==> src/rtl/smb_scl_pkg.sv <==
package smb_scl_pkg;
  typedef enum logic [1:0] {
    ST_IDLE = 2'd0,
    ST_LOW  = 2'd1,
    ST_WAIT = 2'd2,
    ST_HIGH = 2'd3
  } scl_state_e;
endpackage

==> src/rtl/smb_tick_sel.sv <==
module smb_tick_sel #(
  parameter int N_SRC = 4,
  localparam int SEL_W = $clog2(N_SRC)
) (
  input  logic             active_i,
  input  logic [SEL_W-1:0] sel_i,
  input  logic [N_SRC-1:0] tick_i,
  output logic             tick_o
);
  logic [N_SRC-1:0] hit;

  for (genvar g = 0; g < N_SRC; g++) begin : g_src
    assign hit[g] = tick_i[g] && (sel_i == SEL_W'(g));
  end

  assign tick_o = active_i && (|hit);
endmodule

==> src/rtl/smb_phase_cnt.sv <==
module smb_phase_cnt #(
  parameter int CNT_W = 2
) (
  input  logic             clk_i,
  input  logic             rst_ni,
  input  logic             clear_i,
  input  logic             inc_i,
  input  logic [CNT_W-1:0] limit_i,
  output logic             done_o
);
  logic [CNT_W-1:0] cnt_q;

  always_ff @(posedge clk_i or negedge rst_ni) begin
    if (!rst_ni)      cnt_q <= '0;
    else if (clear_i) cnt_q <= '0;
    else if (inc_i)   cnt_q <= cnt_q + 1'b1;
  end

  assign done_o = inc_i && (cnt_q == limit_i - 1'b1);
endmodule

==> src/rtl/smb_scl_gen.sv <==
module smb_scl_gen
  import smb_scl_pkg::*;
#(
  parameter int N_SRC      = 4,
  parameter int LOW_TICKS  = 2,
  parameter int HIGH_TICKS = 1,
  localparam int SEL_W = $clog2(N_SRC),
  localparam int MAX_T = (LOW_TICKS > HIGH_TICKS) ? LOW_TICKS : HIGH_TICKS,
  localparam int CNT_W = $clog2(MAX_T + 1)
) (
  input  logic             clk_i,
  input  logic             rst_ni,
  input  logic             en_i,
  input  logic [SEL_W-1:0] src_sel_i,
  input  logic [N_SRC-1:0] tick_i,
  input  logic             scl_i,
  input  logic             run_i,
  output logic             scl_drive_low_o,
  output logic             rise_stb_o,
  output logic             fall_stb_o
);
  scl_state_e       state_q, state_d;
  logic             sel_tick, counting, phase_done;
  logic [CNT_W-1:0] limit;
  logic             rise_q, fall_q;

  smb_tick_sel #(.N_SRC(N_SRC)) u_sel (
    .active_i (en_i && (state_q != ST_IDLE)),
    .sel_i    (src_sel_i),
    .tick_i   (tick_i),
    .tick_o   (sel_tick)
  );

  assign counting = (state_q == ST_LOW) || (state_q == ST_HIGH);
  assign limit    = (state_q == ST_LOW) ? CNT_W'(LOW_TICKS) : CNT_W'(HIGH_TICKS);

  smb_phase_cnt #(.CNT_W(CNT_W)) u_cnt (
    .clk_i   (clk_i),
    .rst_ni  (rst_ni),
    .clear_i (state_d != state_q),
    .inc_i   (sel_tick && counting),
    .limit_i (limit),
    .done_o  (phase_done)
  );

  always_comb begin
    state_d = state_q;
    if (!en_i) begin
      state_d = ST_IDLE;
    end else begin
      unique case (state_q)
        ST_IDLE: if (run_i)      state_d = ST_LOW;
        ST_LOW:  if (phase_done) state_d = ST_WAIT;
        ST_WAIT: if (scl_i)      state_d = ST_HIGH;
        ST_HIGH: begin
          // line pulled low by another device ends the high phase
          if (!scl_i)          state_d = ST_LOW;
          else if (phase_done) state_d = run_i ? ST_LOW : ST_IDLE;
        end
        default: state_d = ST_IDLE;
      endcase
    end
  end

  always_ff @(posedge clk_i or negedge rst_ni) begin
    if (!rst_ni) begin
      state_q <= ST_IDLE;
      rise_q  <= 1'b0;
      fall_q  <= 1'b0;
    end else begin
      state_q <= state_d;
      rise_q  <= (state_d == ST_HIGH) && (state_q != ST_HIGH);
      fall_q  <= (state_d == ST_LOW) && (state_q != ST_LOW);
    end
  end

  assign scl_drive_low_o = (state_q == ST_LOW);
  assign rise_stb_o      = rise_q;
  assign fall_stb_o      = fall_q;
endmodule

==> config.mk <==
export PLATFORM = sky130hd
export DESIGN_NAME = smb_scl_gen
export DESIGN_NICKNAME = d
export VERILOG_FILES = /design/src/rtl/smb_scl_pkg.sv /design/src/rtl/smb_tick_sel.sv /design/src/rtl/smb_phase_cnt.sv /design/src/rtl/smb_scl_gen.sv
export SDC_FILE = /design/constraint.sdc
export NUM_CORES = 1
export LEC_CHECK = 0
export ABC_CLOCK_PERIOD_IN_PS = 2100
export CORE_AREA = 2 2 39 41
export DETAILED_ROUTE_END_ITERATION = 10
export DIE_AREA = 0 0 41 43
export SLEW_MARGIN = 20
export SYNTH_ARGS = -nofsm -noshare
export SYNTH_HDL_FRONTEND = slang
export SYNTH_SLANG_ARGS = --single-unit
==> constraint.sdc <==
create_clock -name clk_i -period 2.1 [get_ports clk_i]
set_input_delay 0.42 -clock clk_i [delete_from_list [all_inputs] [get_ports clk_i]]
set_output_delay 0.42 -clock clk_i [all_outputs]
set_load 0.02 [all_outputs]
# Word level (Yosys, flattened, before mapping)

Cells that the tools add are included.

Register bits after elaboration: 6
Bits in latches: 0
Bits in writable memories: 0
Bits in read-only memories: 0
Bits of input ports: 11
Output and inout bits: 3
Logic and storage cells: 45
Memories kept: 0

Add/sub/neg operators: 2
Multipliers: 0
Div/mod/pow operators: 0
Order comparisons: 0
Equal/unequal tests: 12
Shift-type cells: 0
Multiplexer cells: 11
Bitwise logic cells: 0
Reductions and logical operators: 16

Operators with widths:

| kind                                                   | number |
|---|---|
| 2-to-1 mux 2 bit                                       | 9 |
| equality test 2 bit (second input constant)            | 5 |
| logical AND 1 bit                                      | 10 |
| one-hot mux 2 bit (4 select lines)                     | 1 |
| equality test 2 x 1 -> 1 bit (second input constant)   | 3 |
| zero test 2 bit                                        | 2 |
| nonzero test 2 bit                                     | 2 |
| OR reduction 4 bit                                     | 1 |
| adder 2 x 1 -> 2 bit (second input constant)           | 1 |
| equality test 2 bit                                    | 1 |
| inequality test 2 x 1 -> 1 bit (second input constant) | 1 |
| inequality test 2 bit                                  | 1 |
| inequality test 2 bit (second input constant)          | 1 |
| subtractor 2 x 1 -> 2 bit (second input constant)      | 1 |
| logical OR 1 bit                                       | 1 |
| 2-to-1 mux 1 bit                                       | 1 |

# Depth between registers and ports, before layout

Gate-level depths: netlist (run 1).

Depth after elaboration: 12
Mapped depth: 5
Mapped depth without buffers: 4

# Cells and area by module

Synthesis (run 1) repeated with hierarchy kept, for this count alone.

Cells, all modules: 43
Area, all modules: 414.1 um^2

By module, submodules not included:

| module        | times used | cells each | area an instance (um^2) | seq. area each (um^2) |
|---|---|---|---|---|
| smb_scl_gen   | 1          | 30         | 266.5                   | 100.1 |
| smb_phase_cnt | 1          | 11         | 118.9                   | 50.0 |
| smb_tick_sel  | 1          | 2          | 28.8                    | 0.0 |

# Least setup slack after synthesis (run 1)

No wires, ideal clock.

Path type: input-to-reg
Start: input src_sel_i[0]
End: register fall_q, in the netlist fall_stb_o
Library setup time: 0.121 ns
Data arrival time: 1.282 ns
Data required time: 1.979 ns
Slack: 0.697 ns
Stages on the path: 4
Buffers on the path: 0
Path through: mux4_2 > nand3_2 > nor3_2 > a22o_1

Longest elaborated chain between the ends: 12
Elaborated cells between the ends (all ways): 19
Those cells by class: eq/ne (4); mux (5); reduce/logical (10)

Ends and longest elaborated chain:

| item                                                       | line                | source |
|---|---|---|
| from (decl)                                                | smb_scl_gen.sv:14   | `input logic [SEL_W-1:0] src_sel_i,` |
| equality test 2 x 1 -> 1 bit, or another cell as far along | smb_tick_sel.sv:13  | `assign hit[g] = tick_i[g] && (sel_i == SEL_W'(g));` |
| logical AND 1 bit                                          | smb_tick_sel.sv:13  |  |
| OR reduction 4 bit (*)                                     | smb_tick_sel.sv:16  | `assign tick_o = active_i && (\|hit);` |
| logical AND 1 bit (*)                                      | smb_tick_sel.sv:16  |  |
| logical AND 1 bit (*)                                      | smb_scl_gen.sv:41   | `.inc_i (sel_tick && counting),` |
| logical AND 1 bit (*)                                      | smb_phase_cnt.sv:19 | `assign done_o = inc_i && (cnt_q == limit_i - 1'b1);` |
| 2-to-1 mux 2 bit                                           | smb_scl_gen.sv:58   | `else if (phase_done) state_d = run_i ? ST_LOW : ST_IDLE;` |
| 2-to-1 mux 2 bit                                           | smb_scl_gen.sv:57   | `if (!scl_i) state_d = ST_LOW;` |
| one-hot mux 2 bit (4 select lines) (*)                     | smb_scl_gen.sv:51   | `unique case (state_q)` |
| 2-to-1 mux 2 bit (*)                                       | smb_scl_gen.sv:48   | `if (!en_i) begin` |
| equality test 2 x 1 -> 1 bit (*)                           | smb_scl_gen.sv:73   | `fall_q <= (state_d == ST_LOW) && (state_q != ST_LOW);` |
| logical AND 1 bit (*)                                      | smb_scl_gen.sv:73   |  |
| to (signal assigned)                                       | smb_scl_gen.sv:73   |  |
| to (decl)                                                  | smb_scl_gen.sv:25   | `logic rise_q, fall_q;` |

Every way passes the cells marked *; elsewhere a longest branch is shown, timed or not.
A chain may end at the register's enable or synchronous reset.

# Worst setup path after layout (run 1)

Start: register state_q[1]
End: output scl_drive_low_o

Longest elaborated chain between the ends: 1

Ends and longest elaborated chain:

| item                         | line              | source |
|---|---|---|
| from (decl)                  | smb_scl_gen.sv:22 | `scl_state_e state_q, state_d;` |
| from (signal assigned)       | smb_scl_gen.sv:71 | `state_q <= state_d;` |
| equality test 2 x 1 -> 1 bit | smb_scl_gen.sv:77 | `assign scl_drive_low_o = (state_q == ST_LOW);` |
| to (decl)                    | smb_scl_gen.sv:18 | `output logic scl_drive_low_o,` |

No other way between the ends.

==> impl_metrics.py, run 1 <==
metrics = {
    "outcome": {
        "status": "finished, final reports clean",
    },
    "layout": {
        "multi_input_area_um2": 246,
        "syn_to_final_growth_pct": 38.2,
        "drive_above_1_share_pct": 15.0,
        "diodes": 0,
        "fin_nets": 73,
        "seqCellArea_um2": 150,
        "fill_cells": 147,
        "fin_cells": 76,
    },
    "detailed_routing": {
        "routed_wl_um": 864,
        "dr.pass1.iters": 4,
        "ant_nets": 0,
        "vias": 397,
        "routed_via_density": 5.22,
        "wl_per_cell_um": 11.4,
        "drc": 0,
        "drtIter0Drc": 2,
    },
    "worst_setup_path": {
        "r2r_start": "state_q[1]$_DFF_PN0_",
        "cpMaxStageDelayCell": "clkdlybuf4s50_1",
        "crit_path_start_kind": "flop",
        "cp_slowest_stage_delay_ns": 0.64,
        "cp_max_fo": 7,
        "arrival_ns": 1.55,
        "worstPathRequired_ns": 1.68,
        "critical_path.startpoint": "state_q[1]$_DFF_PN0_",
        "critical-path-top-delay-family": "buffers and inverters",
        "path_buf_inv": 1,
        "endpoint_kind": "output pin",
        "crit_type": "flop to output pin",
        "crit_chain": "nor2b_2, clkdlybuf4s50_1",
    },
    "logic_synthesis": {
        "avgSynthCellArea_um2": 9.00,
        "synth_fp_nets": 58,
        "ys_ff_latch": 6,
        "ys_warn_count": 0,
        "synth_cells": 47,
        "synth_area_um2": 423,
        "synthDistinctLibCells": 26,
        "ys_seq_area_share_pct": 35.5,
    },
    "sta": {
        "finalHoldViolCount": 0,
        "slew_viol_final": 0,
        "fmax_mhz": 507,
        "tightest_slew_ns": 0.312,
        "setup_viol": 0,
        "fin_tns_setup_ns": 0,
        "period_needed_ns": 1.97,
        "fin_crit_sh_pct": 93.9,
        "fin_hold_ws_ns": 0.428,
        "clock_skew_ns": 0.00187,
        "slew_headroom_pct": 79.1,
        "rsz0062_at_grt": "false",
    },
    "floorplan": {
        "fp.dieH_um": 43,
        "initial_core_util_pct": 30.6,
        "dieArea_um2": 1760,
        "die_w_um": 41,
        "io_pins": 14,
        "core_area_um2": 1380,
        "row_count": 14,
    },
    "cts": {
        "clk_pin_slew_ns": 0.04,
        "clock_path_buffers": 2,
        "numClockSinks": 6,
        "ctsRootBufferMaster": "clkbuf_4",
        "cts_resized": 0,
        "tritoncts": "yes",
        "cts_hold_buf": 0,
        "insertion_delay_ns": 0.23,
        "post_cts_buffers": 0,
        "numCtsBuffers": 3,
        "h-tree-depth": 1,
    },
    "global_route": {
        "grt_overflow": 0,
        "grt_pass1_wl_um": 1550,
        "grt.total_usage_pct": 12.5,
        "antenna_found_initial": 0,
        "grt_pass1_vias": 385,
        "grt_max_degree": 13,
    },
    "place": {
        "dpl.cell_count": 73,
        "dp_hpwl_um": 691,
        "gp_congestion": 0.836,
        "port_buffers": 13,
    },
    "flow_run": {
        "drv_cap": 0,
    },
    "pwr": {
        "p_per_area_nw_per_um2": 536,
        "peakVddDrop_mv": 0.308,
        "power_leakage_uw": 0.000244,
    },
    "worst_hold_path": {
        "hold_class": "input pin to async pin",
    },
}
## per-layer routing
layer / up-vias / wire (µm) / global-route usage, %
met5: - / 0 / 0
met4: 0 / 0 / 2.00
met3: 0 / 60 / 5.24
met2: 11 / 422 / 19.7
met1: 188 / 380 / 15.6
li1: 198 / - / -
## final cells by class
class / count / area share (%)
Sequential cell: 6 / 25.7
Inverter: 2 / 1.28
Tap cell: 16 / 3.43
Timing Repair Buffer: 14 / 23.6
Clock buffer: 3 / 3.85
Multi-Input combinational cell: 35 / 42.2
## cell usage after synthesis
library cell | n | area share (%)
o31a_1 | 1 | 2.1
a221oi_1 | 1 | 2.1
nor2b_2 | 1 | 2.1
nand2_1 | 5 | 4.4
mux2_2 | 1 | 2.7
clkbuf_1 | 1 | 0.89
nand4_1 | 2 | 3.0
nor3_2 | 1 | 2.4
a22o_1 | 1 | 2.1
a211o_1 | 1 | 2.1
xor2_1 | 2 | 4.1
mux4_2 | 1 | 5.3
nor3_1 | 2 | 2.4
nand3_2 | 1 | 2.4
nor3b_1 | 1 | 1.8
a21oi_1 | 2 | 2.4
o21ai_0 | 2 | 2.4
mux2i_1 | 1 | 2.4
nor2b_1 | 1 | 1.5
nor2_1 | 4 | 3.5
o211a_1 | 1 | 2.4
buf_2 | 3 | 3.5
inv_1 | 2 | 1.8
dfrtp_1 | 6 | 36
xnor2_1 | 1 | 2.1
o22ai_1 | 2 | 3.0
## power by group
part | leakage (µW) | switching (µW) | internal, µW | total [µW]
Sequential | 0.0000815 | 4.10 | 121 | 125
Combinational | 0.000149 | 40.5 | 47.0 | 87.5
Clock | 0.0000138 | 36.4 | 64.3 | 101
## cells in the final DEF, fill, tap and decap left out
cell type        count
nand2_1              5
a22o_1               1
nor3_1               2
nor3_2               1
nand4_1              2
a221oi_1             1
clkbuf_4             3
xnor2_1              1
buf_4                1
o211a_1              1
o21ai_0              2
nor3b_1              1
nor2_1               4
xor2_1               2
nor2b_1              1
clkdlybuf4s50_1     13
dfrtp_1              6
inv_1                2
mux4_2               1
nand3_2              1
o22ai_1              2
mux2i_1              1
mux2_2               1
a21oi_1              2
o31a_1               1
nor2b_2              1
a211o_1              1
## worst reg2reg max path, delay by kind of cell (launching register included)
family           cells  cell delay [ns]
flip-flops           1             0.46
AO/OA/AOI/OAI        2             0.41
AND/OR/NAND/NOR      2             0.31
## sequential cells by signal (all words and copies together), names as in the netlist
name and cells:
state_q 2, u_cnt.cnt_q 2, fall_stb_o 1, rise_stb_o 1
## kinds of logic (layout without fill, tap and decap cells)
logic type             Yosys count  count (layout)  share of synthesized area [%]
buffers and inverters            6              19                           6.21
XOR/XNOR                         3               3                           6.21
multiplexers                     3               3                           10.4
AO/OA/AOI/OAI                   11              11                           18.3
flip-flops                       6               6                           35.5
AND/OR/NAND/NOR                 18              18                           23.4
## final timing paths
check	to	slack [ns]	cells after the start
max reg2reg	u_cnt.cnt_q[0]$_DFFE_PN0P_	0.84	4
max in group asynchronous	u_cnt.cnt_q[0]$_DFFE_PN0P_	1.46	1
max	scl_drive_low_o	0.13	2
min reg2reg	rise_stb_o$_DFF_PN0_	0.65	2
min in group clk_i	rise_stb_o$_DFF_PN0_	0.65	2
min	fall_stb_o$_DFF_PN0_	0.43	1
## stage by stage
step	util (%)	setup WS, ns	total power, µW	area, µm²
2_1_floorplan	-	0.697	178	423
3_3_place_gp	40.6	0.173	214	562
3_5_place_dp	40.6	0.150	214	562
4_1_cts	42.2	0.114	320	584
5_1_grt	42.2	0.0600	338	584
6_report	42.2	0.128	313	584
Note: power is estimated with default switching activity, not from simulation.
==> run 2: changes to the inputs <==
--- a/config.mk
+++ b/config.mk
@@ -9,7 +9,6 @@
 export CORE_AREA = 2 2 39 41
 export DETAILED_ROUTE_END_ITERATION = 10
 export DIE_AREA = 0 0 41 43
-export SLEW_MARGIN = 20
 export SYNTH_ARGS = -nofsm -noshare
 export SYNTH_HDL_FRONTEND = slang
 export SYNTH_SLANG_ARGS = --single-unit
==> results of run 2 <==
No change in the layout: final DEF, timing and power equal those of run 1.
==> run 3: changes to the inputs <==
==> constraint.sdc (replaced) <==
create_clock -name clk_i -period 2.1 [get_ports clk_i]
set_input_delay 0.21 -clock clk_i [delete_from_list [all_inputs] [get_ports clk_i]]
set_output_delay 0.21 -clock clk_i [all_outputs]
set_load 0.02 [all_outputs]
==> impl_metrics.py, run 3 (same netlist as run 1, synthesis figures left out) <==
metrics = {
    "layout": {
        "drive_above_1_share_pct": 15.0,
        "fin_nets": 73,
        "largestRegisters": "state_q (2), u_cnt.cnt_q (2)",
        "final_common_cell": "clkdlybuf4s50_1",
        "final_core_util_pct": 42.2,
        "syn_to_final_growth_pct": 38.2,
        "fin_cells": 76,
        "layout_common_cells": "13 x clkdlybuf4s50_1, 6 x dfrtp_1, 5 x nand2_1",
        "diodes": 0,
    },
    "floorplan": {
        "io_pins": 14,
        "initial_core_util_pct": 30.6,
        "core_area_um2": 1380,
        "die_w_um": 41,
        "dieArea_um2": 1760,
        "row_count": 14,
        "fp.dieH_um": 43,
    },
    "sta": {
        "setup_viol": 0,
        "fin_tns_setup_ns": 0,
        "slew_viol_final": 0,
        "fmax_mhz": 559,
        "fin_crit_sh_pct": 85.3,
        "rsz0062_at_grt": "false",
        "clock_skew_ns": 0.00241,
        "finalHoldViolCount": 0,
        "slew_headroom_pct": 78.3,
        "tightest_slew_ns": 0.324,
        "period_needed_ns": 1.79,
    },
    "place": {
        "port_buffers": 13,
        "dp_hpwl_um": 690,
        "dpl.cell_count": 73,
        "gp_congestion": 0.821,
    },
    "cts": {
        "tritoncts": "yes",
        "insertion_delay_ns": 0.24,
        "cts_hold_buf": 0,
        "ctsRootBufferMaster": "clkbuf_4",
        "h-tree-depth": 1,
        "clock_path_buffers": 2,
        "cts_resized": 0,
        "numCtsBuffers": 3,
        "clk_pin_slew_ns": 0.04,
        "numClockSinks": 6,
        "post_cts_buffers": 0,
    },
    "pwr": {
        "power_leakage_uw": 0.000244,
        "p_per_area_nw_per_um2": 538,
        "peakVddDrop_mv": 0.259,
    },
    "worst_setup_path": {
        "r2r_cells": 4,
        "crit_path_start_kind": "flop",
        "r2r_start": "state_q[1]$_DFF_PN0_",
        "rrSetupSlack_ns": 0.82,
        "arrival_ns": 1.58,
        "r2r_end": "u_cnt.cnt_q[0]$_DFFE_PN0P_",
        "worstPathRequired_ns": 1.89,
        "crit_type": "flop to output pin",
        "cp_max_fo": 7,
        "crit_end": "scl_drive_low_o",
        "endpoint_kind": "output pin",
        "critical_path.startpoint": "state_q[1]$_DFF_PN0_",
    },
    "detailed_routing": {
        "dr.pass1.iters": 4,
        "routed_wl_um": 906,
        "drtIter0Drc": 5,
        "wl_per_cell_um": 11.9,
        "routed_via_density": 5.32,
        "vias": 404,
        "ant_nets": 0,
        "drc": 0,
    },
    "global_route": {
        "antenna_found_initial": 0,
        "grt_pass1_vias": 393,
        "grt_pass1_wl_um": 1610,
        "grt.total_usage_pct": 13.3,
        "grt_max_degree": 13,
        "grt_overflow": 0,
    },
    "worst_hold_path": {
        "hold_class": "input pin to async pin",
    },
    "flow_run": {
        "drv_cap": 0,
    },
    "outcome": {
        "status": "finished, final reports clean",
    },
}
-- run 3: worst max-delay path, cell delays in order, from the launching register on --
cell and delay (ns):
dfrtp_1 0.45, nor2b_2 0.24, clkdlybuf4s50_1 0.65
-- run 3: worst min-delay path by stage --
stage / slack, ns / cells past startpoint / to
finish: 0.21 / 1 / state_q[1]$_DFF_PN0_
global route: 0.21 / 1 / rise_stb_o$_DFF_PN0_
CTS: 0.21 / 1 / rise_stb_o$_DFF_PN0_
detailed placement: 0.47 / 1 / rise_stb_o$_DFF_PN0_
global placement: 0.47 / 1 / state_q[0]$_DFF_PN0_
floorplan: -0.09 / 0 / fall_stb_o$_DFF_PN0_
-- run 3: stage by stage --
stage	power, µW	cell area [µm²]	setup WS [ns]	hold slack, ns
4_1_cts	320	584	0.301	0.212
3_3_place_gp	214	562	0.382	0.465
5_1_grt	335	584	0.248	0.215
6_report	314	584	0.310	0.208
2_1_floorplan	178	423	0.807	-0.0856
3_5_place_dp	214	562	0.356	0.469
-- run 3: where the power goes --
part	internal [µW]	switching, µW	total [µW]
Clock	64.4	37.5	102
Sequential	121	3.84	125
Combinational	46.9	40.9	87.8
Total	232	82.2	314
-- run 3: routing by layer --
layer | vias up | track usage [%] | wire, µm
met3 | 2 | 4.71 | 66
met4 | 0 | 4.67 | 5
met5 | - | 0 | 0
met2 | 16 | 20.9 | 456
li1 | 195 | - | -
met1 | 191 | 16.1 | 377
-- run 3: cell type report --
type / count / area (µm²)
fillers: 148 / 800
clock buffers: 3 / 22.5
well taps: 16 / 20.0
flip-flops and latches: 6 / 150
inverters: 2 / 7.51
repair buffers: 14 / 138
multi-input cells: 35 / 246
